[config.mk]
export PLATFORM = sky130hd
export DESIGN_NAME = gpio_func_ctrl
export DESIGN_NICKNAME = d
export VERILOG_FILES = /design/src/rtl/gpio_fc_pkg.sv /design/src/rtl/gpio_fc_fsel_bank.sv /design/src/rtl/gpio_fc_out_latch.sv /design/src/rtl/gpio_fc_in_sync.sv /design/src/rtl/gpio_func_ctrl.sv
export SDC_FILE = /design/constraint.sdc
export NUM_CORES = 1
export LEC_CHECK = 0
export ABC_AREA = 1
export BUFFER_PORTS_ARGS = -buffer_cell sky130_fd_sc_hd__buf_2
export CORE_MARGIN = 2
export CORE_UTILIZATION = 59
export DETAILED_ROUTE_END_ITERATION = 6
export GPL_TIMING_DRIVEN = 0
export HOLD_SLACK_MARGIN = 0.1
export PLACE_DENSITY = 0.87
export SETUP_SLACK_MARGIN = 0.3
export SYNTH_ARGS = -nofsm -noshare
export SYNTH_HDL_FRONTEND = slang
export SYNTH_HIERARCHICAL = 1
export SYNTH_SLANG_ARGS = --single-unit
[constraint.sdc]
create_clock -name clk -period 4.3 [get_ports clk]
set_input_delay 0.43 -clock clk [delete_from_list [all_inputs] [get_ports clk]]
set_output_delay 0.43 -clock clk [all_outputs]
set_load 0.05 [all_outputs]
[src/rtl/gpio_fc_pkg.sv]
package gpio_fc_pkg;
  localparam int FUNC_W = 3;

  typedef enum logic [FUNC_W-1:0] {
    FN_INPUT  = 3'b000,
    FN_OUTPUT = 3'b001,
    FN_ALT0   = 3'b100,
    FN_ALT1   = 3'b101,
    FN_ALT2   = 3'b110,
    FN_ALT3   = 3'b111,
    FN_ALT4   = 3'b011,
    FN_ALT5   = 3'b010
  } func_code_e;

  function automatic int ceil_div(input int num, input int den);
    return (num + den - 1) / den;
  endfunction
endpackage

[src/rtl/gpio_fc_fsel_bank.sv]
module gpio_fc_fsel_bank
  import gpio_fc_pkg::*;
#(
  parameter int NUM_PINS   = 54,
  parameter int DATA_W     = 32,
  parameter int FSEL_WORDS = 6,
  localparam int PPW       = DATA_W / FUNC_W,
  localparam int FIELD_SPAN = PPW * FUNC_W
) (
  input  logic                         clk,
  input  logic                         rst,
  input  logic [FSEL_WORDS-1:0]        wr_sel,
  input  logic [FIELD_SPAN-1:0]        wr_data,
  output logic [NUM_PINS*FUNC_W-1:0]   fsel_flat,
  output logic [NUM_PINS-1:0]          oe,
  output logic [FSEL_WORDS*DATA_W-1:0] rd_words
);

  for (genvar p = 0; p < NUM_PINS; p++) begin : g_pin
    localparam int WRD = p / PPW;
    localparam int OFF = FUNC_W * (p % PPW);
    logic [FUNC_W-1:0] code_q;
    logic              oe_q;

    always_ff @(posedge clk) begin
      if (rst) begin
        code_q <= '0;
        oe_q   <= 1'b0;
      end else if (wr_sel[WRD]) begin
        code_q <= wr_data[OFF +: FUNC_W];
        oe_q   <= (wr_data[OFF +: FUNC_W] == FN_OUTPUT);
      end
    end

    assign fsel_flat[p*FUNC_W +: FUNC_W] = code_q;
    assign oe[p] = oe_q;

    AST_OE_ONLY_OUTPUT: assert property (@(posedge clk) disable iff (rst)
      oe[p] |-> (fsel_flat[p*FUNC_W +: FUNC_W] == FN_OUTPUT));
    AST_CODE_FOLLOWS_WRITE: assert property (@(posedge clk) disable iff (rst)
      wr_sel[WRD] |=> (fsel_flat[p*FUNC_W +: FUNC_W] == $past(wr_data[OFF +: FUNC_W])));
  end

  always_comb begin
    rd_words = '0;
    for (int p = 0; p < NUM_PINS; p++) begin
      rd_words[(p / PPW) * DATA_W + FUNC_W * (p % PPW) +: FUNC_W] = fsel_flat[p*FUNC_W +: FUNC_W];
    end
  end

endmodule

[src/rtl/gpio_fc_out_latch.sv]
module gpio_fc_out_latch #(
  parameter int NUM_PINS   = 54,
  parameter int DATA_W     = 32,
  parameter int BANK_WORDS = 2
) (
  input  logic                  clk,
  input  logic                  rst,
  input  logic [BANK_WORDS-1:0] set_sel,
  input  logic [BANK_WORDS-1:0] clr_sel,
  input  logic [DATA_W-1:0]     wr_data,
  output logic [NUM_PINS-1:0]   pin_out
);

  for (genvar p = 0; p < NUM_PINS; p++) begin : g_pin
    localparam int WRD = p / DATA_W;
    localparam int BIT = p % DATA_W;
    logic lvl_q;

    always_ff @(posedge clk) begin
      if (rst) begin
        lvl_q <= 1'b0;
      end else if (set_sel[WRD] && wr_data[BIT]) begin
        lvl_q <= 1'b1;
      end else if (clr_sel[WRD] && wr_data[BIT]) begin
        lvl_q <= 1'b0;
      end
    end

    assign pin_out[p] = lvl_q;

    AST_SET_DRIVES_HIGH: assert property (@(posedge clk) disable iff (rst)
      (set_sel[WRD] && wr_data[BIT]) |=> pin_out[p]);
    AST_CLR_DRIVES_LOW: assert property (@(posedge clk) disable iff (rst)
      (clr_sel[WRD] && wr_data[BIT] && !set_sel[WRD]) |=> !pin_out[p]);
  end

  AST_OUT_HOLD: assert property (@(posedge clk) disable iff (rst)
    (set_sel == '0 && clr_sel == '0) |=> $stable(pin_out));

endmodule

[src/rtl/gpio_fc_in_sync.sv]
module gpio_fc_in_sync #(
  parameter int NUM_PINS = 54,
  parameter int STAGES   = 2
) (
  input  logic                clk,
  input  logic                rst,
  input  logic [NUM_PINS-1:0] raw_in,
  output logic [NUM_PINS-1:0] sync_out
);

  logic [NUM_PINS-1:0] stage_q [STAGES];

  for (genvar s = 0; s < STAGES; s++) begin : g_stage
    always_ff @(posedge clk) begin
      if (rst) begin
        stage_q[s] <= '0;
      end else if (s == 0) begin
        stage_q[s] <= raw_in;
      end else begin
        stage_q[s] <= stage_q[(s == 0) ? 0 : s-1];
      end
    end
  end

  assign sync_out = stage_q[STAGES-1];

endmodule

[src/rtl/gpio_func_ctrl.sv]
module gpio_func_ctrl
  import gpio_fc_pkg::*;
#(
  parameter int NUM_PINS  = 54,
  parameter int DATA_W    = 32,
  parameter int ADDR_W    = 8,
  parameter int SYNC_STG  = 2,
  parameter int FSEL_BASE = 'h00,
  parameter int SET_BASE  = 'h1C,
  parameter int CLR_BASE  = 'h28,
  parameter int LVL_BASE  = 'h34
) (
  input  logic                       clk,
  input  logic                       rst,
  input  logic                       bus_wr_en,
  input  logic                       bus_rd_en,
  input  logic [ADDR_W-1:0]          bus_addr,
  input  logic [DATA_W-1:0]          bus_wr_data,
  output logic [DATA_W-1:0]          bus_rd_data,
  output logic                       bus_rd_valid,
  input  logic [NUM_PINS-1:0]        pin_in,
  output logic [NUM_PINS-1:0]        pin_out,
  output logic [NUM_PINS-1:0]        pin_oe,
  output logic [NUM_PINS*FUNC_W-1:0] pin_alt_sel
);

  localparam int PPW        = DATA_W / FUNC_W;
  localparam int FSEL_WORDS = ceil_div(NUM_PINS, PPW);
  localparam int BANK_WORDS = ceil_div(NUM_PINS, DATA_W);
  localparam int WORD_AW    = ADDR_W - 2;
  localparam int LVL_PAD    = BANK_WORDS * DATA_W;

  logic [WORD_AW-1:0]          widx;
  logic                        aligned;
  logic [FSEL_WORDS-1:0]       fsel_wsel;
  logic [FSEL_WORDS-1:0]       fsel_hit;
  logic [BANK_WORDS-1:0]       set_wsel;
  logic [BANK_WORDS-1:0]       clr_wsel;
  logic [BANK_WORDS-1:0]       lvl_hit;
  logic [FSEL_WORDS*DATA_W-1:0] fsel_words;
  logic [NUM_PINS-1:0]         lvl_sync;
  logic [LVL_PAD-1:0]          lvl_padded;
  logic [DATA_W-1:0]           rd_mux;

  assign widx    = bus_addr[ADDR_W-1:2];
  assign aligned = (bus_addr[1:0] == 2'b00);

  for (genvar w = 0; w < FSEL_WORDS; w++) begin : g_fsel_dec
    assign fsel_hit[w]  = aligned && (widx == WORD_AW'(FSEL_BASE / 4 + w));
    assign fsel_wsel[w] = bus_wr_en && fsel_hit[w];
  end

  for (genvar w = 0; w < BANK_WORDS; w++) begin : g_bank_dec
    assign set_wsel[w] = bus_wr_en && aligned && (widx == WORD_AW'(SET_BASE / 4 + w));
    assign clr_wsel[w] = bus_wr_en && aligned && (widx == WORD_AW'(CLR_BASE / 4 + w));
    assign lvl_hit[w]  = aligned && (widx == WORD_AW'(LVL_BASE / 4 + w));
  end

  gpio_fc_fsel_bank #(
    .NUM_PINS  (NUM_PINS),
    .DATA_W    (DATA_W),
    .FSEL_WORDS(FSEL_WORDS)
  ) u_fsel (
    .clk      (clk),
    .rst      (rst),
    .wr_sel   (fsel_wsel),
    .wr_data  (bus_wr_data[PPW*FUNC_W-1:0]),
    .fsel_flat(pin_alt_sel),
    .oe       (pin_oe),
    .rd_words (fsel_words)
  );

  gpio_fc_out_latch #(
    .NUM_PINS  (NUM_PINS),
    .DATA_W    (DATA_W),
    .BANK_WORDS(BANK_WORDS)
  ) u_out (
    .clk    (clk),
    .rst    (rst),
    .set_sel(set_wsel),
    .clr_sel(clr_wsel),
    .wr_data(bus_wr_data),
    .pin_out(pin_out)
  );

  gpio_fc_in_sync #(
    .NUM_PINS(NUM_PINS),
    .STAGES  (SYNC_STG)
  ) u_sync (
    .clk     (clk),
    .rst     (rst),
    .raw_in  (pin_in),
    .sync_out(lvl_sync)
  );

  assign lvl_padded = LVL_PAD'(lvl_sync);

  always_comb begin
    rd_mux = '0;
    for (int w = 0; w < FSEL_WORDS; w++) begin
      if (fsel_hit[w]) rd_mux = fsel_words[w*DATA_W +: DATA_W];
    end
    for (int w = 0; w < BANK_WORDS; w++) begin
      if (lvl_hit[w]) rd_mux = lvl_padded[w*DATA_W +: DATA_W];
    end
  end

  always_ff @(posedge clk) begin
    if (rst) begin
      bus_rd_data  <= '0;
      bus_rd_valid <= 1'b0;
    end else begin
      bus_rd_valid <= bus_rd_en;
      if (bus_rd_en) bus_rd_data <= rd_mux;
    end
  end

  AST_VALID_AFTER_REQ: assert property (@(posedge clk) disable iff (rst)
    bus_rd_valid |-> $past(bus_rd_en));
  AST_RDATA_HOLD: assert property (@(posedge clk) disable iff (rst)
    !bus_rd_en |=> $stable(bus_rd_data));
  AST_STROBE_READ_ZERO: assert property (@(posedge clk) disable iff (rst)
    (bus_rd_en && aligned && (widx == WORD_AW'(SET_BASE / 4) || widx == WORD_AW'(CLR_BASE / 4)))
      |=> (bus_rd_data == '0));
  AST_HIGH_LEVEL_BITS_ZERO: assert property (@(posedge clk) disable iff (rst)
    (bus_rd_en && lvl_hit[BANK_WORDS-1])
      |=> (bus_rd_data[DATA_W-1:NUM_PINS-(BANK_WORDS-1)*DATA_W] == '0));

endmodule

==> summary.md <==
| Metric | Value |
|---|---|
| Compound-Gate Fraction of Synth Area | 0.1564 |
| Period minus WS final | 2.265 ns |
| Residual DRC | 0 |
| Row Count | 63 |
| DIE HEIGHT | 178.6 um |
| 1st-pass router iterations | 7 |
| Tcrit/Tclk final | 0.5268 |
| GRT Total Usage | 0.3940 |
| IO Pins | 401 |
| Mapped Cells | 2,331 |
| Clk network pwr share | 0.469 |
| Max transition margin | 0.3965 |
| Skew final | 0.02247 ns |
| Vias in the first global route | 16,500 |
| WL per Instance | 19.86 um |
| Net Sw Frac | 0.2330 |
| Initial drt markers | 1,992 |
| Max incr delay on CP | 0.51 ns |
| Core ar. | 29,800 um2 |
| Mapped cell area | 17,980 um2 |
| Setup TNS Final | 0 ns |
| Register area | 8228 um2 |
| Multiplexer share of the synthesized area | 0 |
| Fillers | 2,214 |
| Placed Cells incl. Taps | 3,150 |
| CTS root buffer | clkbuf_16 |
| Fmax | 0.4414 GHz |
| Yosys warnings | 6 |
| CTS Sinks | 411 |
| Largest net degree at the start of global routing | 15 |
| Finished Layout Cells | 3,270 |
| Int Pwr | 6.269 mW |
| R2R setup slack | 2.80 ns |
| Initial antenna violation count | 5 |
| Share of cells above drive strength 1 | 0.3290 |
| Crit Path Category | in -> reg |
| Gate power share | 0.055 |
| Max-Cap Viols | 0 |
| Critical Path RT | 4.69 ns |
| GRT overflow | 0 |
| PortBufs | 400 |
| Worst-case reg-to-reg path depth | 7 |
| Largest family of logic cells by synthesized area | buffers and inverters |
| ANT nets after route | 0 |
| Kind of launch point of the worst setup path | input pin |
| Synth Area in Adders | 0 |
| DR vias | 18,000 |
| Total CTS buffers | 42 |
| Hold Path Cell Cnt | 3 |
| Worst Setup End Kind | flop |
| First-pass GRT wire length | 94.75 mm |
| WL final | 64.96 mm |
| Final max-slew violation count | 0 |
| Area Overhead vs Synth | 24.82% |
| Status | finished clean |
| PwrDens | 364.1 nW/um2 |
| Worst r2r src | u_fsel/g_pin[21].code_q[2]$_SDFFE_PP0P_ |
| Worst hold path endpoint | u_sync/stage_q[0][19]$_SDFF_PP0_ |
| Switching Power | 1.904 mW |
| Reg2reg end | bus_rd_data[5]$_SDFFE_PP0P_ |
| Synth Register Bits | 411 |
| Pleak | 11.42 nW |
| Routability Congestion | 0.9578 |
| CTS H-tree depth | 2 |
| Library cells used by synthesis | 31 |
| Register area share after synthesis | 0.4576 |
| Multi-input logic area | 6245 um2 |
| HP Start | pin_in[19] |
| Final hold vios | 0 |
| Post-synthesis xor/xnor area fraction | 0 |
| Avg Cell Area, Syn | 7.714 um2 |
| Slowest CP cell | clkbuf_1 |
| Clock transition at path regs | 0.06 ns |
| Peak VDD IR | 298.0 uV |
| Worst-margin pin slew | 0.8978 ns |
| Register share of total power | 0.475 |
| Nets | 2,944 |
| Initial core utilization | 0.6035 |
| CTS max path bufs | 3 |
| Clock latency at the later pin of the worst-skew pair | 0.55 ns |
| Die Span X | 178.6 um |
| Hold Path Class | in -> reg |
| Crit path DAT | 2.65 ns |
| TritonCTS clock tree | done |
| Die area | 31,890 um2 |
| Crit-path max FO | 10 |
| Post-cts sizing count | 0 |
| Final setup violation count | 0 |
| Vias per cell | 5.503 |
| Post-DP HPWL | 46.80 mm |
| Post-synthesis simple-gate area fraction | 0.1846 |
| Crit-path cells | buf_2 -> inv_1 -> nand2_2 -> nor2_2 -> nand2_2 -> clkbuf_2 -> nor2_1 -> buf_2 -> clkbuf_1 -> a21oi_1 |
| RSZ-0062 raised after global routing | false |
## final cells by class
class | count | share of cell area
clock inverter | 16 | 0.008864
buffer | 425 | 0.1324
antenna | 2 | 0.0002230
inverter | 170 | 0.02877
sequential | 411 | 0.3666
multi-input combinational | 1354 | 0.2782
timing repair buffer | 442 | 0.1079
clock buffer | 60 | 0.05525
tap | 390 | 0.02174
## registers in the layout (all words and copies together) (netlist names)
| signal | cells |
|---|---|
| u_sync/stage_q | 108 |
| bus_rd_valid | 1 |
| bus_rd_data | 32 |
| u_fsel/g_pin.oe_q | 54 |
| u_fsel/g_pin.code_q | 162 |
| u_out/g_pin.lvl_q | 54 |
## cells by family (layout without fill, tap and decap cells)
logic type	Yosys count	count (layout)
flops	411	411
simple gates	803	803
compound gates	521	521
other cells	1	32
buf+inv	595	1113
## routing by layer
metal  vias up  GRT usage  part of all wire
li1       8158          -                 -
met1      8291     0.5045              0.37
met2      1288     0.6139              0.44
met3       252    0.08291              0.12
met4         6     0.2314             0.066
met5         -          0           0.00062
## critical path: cells and delay by family
kind / cells / cell delay (ns)
AOI/OAI and AO/OA: 1 / 0.17
buffers and inverters: 5 / 1.21
and+or+nand+nor: 4 / 0.84
## what timing repair did
action | 4_1_cts | 5_1_grt
hold endpoints to repair | 42 | 0
hold buffers | 42 | 0
setup buffers | 0 | 0
## synth_stat cells
cell | instances | share of area
a21oi_1 | 210 | 0.058
a21oi_2 | 44 | 0.021
buf_2 | 49 | 0.014
buf_4 | 317 | 0.13
buf_6 | 14 | 0.0088
clkbuf_1 | 31 | 0.0065
clkbuf_2 | 13 | 0.0036
clkbuf_4 | 1 | 0.00042
clkinv_1 | 6 | 0.0013
clkinv_4 | 1 | 0.00049
conb_1 | 1 | 0.00021
dfxtp_1 | 411 | 0.46
inv_1 | 155 | 0.032
inv_2 | 7 | 0.0015
inv_4 | 1 | 0.00035
nand2_1 | 388 | 0.081
nand2_2 | 9 | 0.0031
nand2_4 | 3 | 0.0019
nand3_1 | 65 | 0.018
nand3_2 | 6 | 0.0033
nand4_1 | 24 | 0.0083
nor2_1 | 290 | 0.061
nor2_2 | 7 | 0.0024
nor2_4 | 4 | 0.0025
nor2_8 | 1 | 0.0011
nor3_1 | 4 | 0.0011
nor3b_1 | 1 | 0.00042
nor4_2 | 1 | 0.00070
o21ai_0 | 144 | 0.040
o21ai_1 | 107 | 0.030
o21bai_1 | 16 | 0.0067
## metrics by stage
stage               cell area (um2)  utilization  hold slack, ns  power, mW  setup WS, ns
global placement              20580       0.6907          0.3947      4.357         1.667
finish                        22440       0.7533          0.1059      8.173         2.035
global route                  22440       0.7532          0.1003      8.353         1.920
detailed placement            20580       0.6907          0.3962      4.365         1.608
CTS                           22440       0.7531          0.1008      8.126         2.155
floorplan                     18090            -          0.3883      4.189         2.509
## worst max path at each step
stage / cells after the start / startpoint / slack [ns] / end
2_1_floorplan: 9 / bus_addr[0] / 2.51 / u_fsel/g_pin[20].code_q[2]$_SDFFE_PP0P_
3_3_place_gp: 10 / bus_addr[0] / 1.67 / u_fsel/g_pin[25].code_q[2]$_SDFFE_PP0P_
3_5_place_dp: 10 / bus_addr[0] / 1.61 / u_fsel/g_pin[29].code_q[2]$_SDFFE_PP0P_
4_1_cts: 10 / bus_addr[0] / 2.16 / u_fsel/g_pin[29].code_q[2]$_SDFFE_PP0P_
5_1_grt: 10 / bus_addr[1] / 1.92 / u_fsel/g_pin[29].code_q[2]$_SDFFE_PP0P_
6_report: 10 / bus_addr[0] / 2.03 / u_fsel/g_pin[20].code_q[1]$_SDFFE_PP0P_
## layout by cell type (no fill, tap or decap), types with 4 or more instances in the layout
cell type        n
o21bai_1        16
bufinv_16        4
a21oi_2         44
nand4_1         24
inv_2            7
nand2_1        388
clkbuf_16       43
inv_1          155
nor2_4           4
clkinv_1         6
buf_4          317
o21ai_1        107
nand3_1         65
nand2_2          9
nor3_1           4
dlygate4sd3_1   42
nand3_2          6
a21oi_1        210
clkbuf_2        13
dfxtp_1        411
nor2_2           7
clkinv_2         7
clkbuf_8        10
buf_6           14
o21ai_0        144
clkbuf_1        38
conb_1          30
nor2_1         290
buf_2          449
## power by group through the flow
stage	sequential (mW)	clock, mW	combinational, mW
after floorplan	3.98	0	0.205
after global placement	3.97	0	0.390
after detailed placement	3.97	0	0.397
after CTS	3.88	3.81	0.430
after global routing	3.89	3.99	0.475
final	3.89	3.84	0.450
No activity file was read; power rests on OpenSTA's default activity.
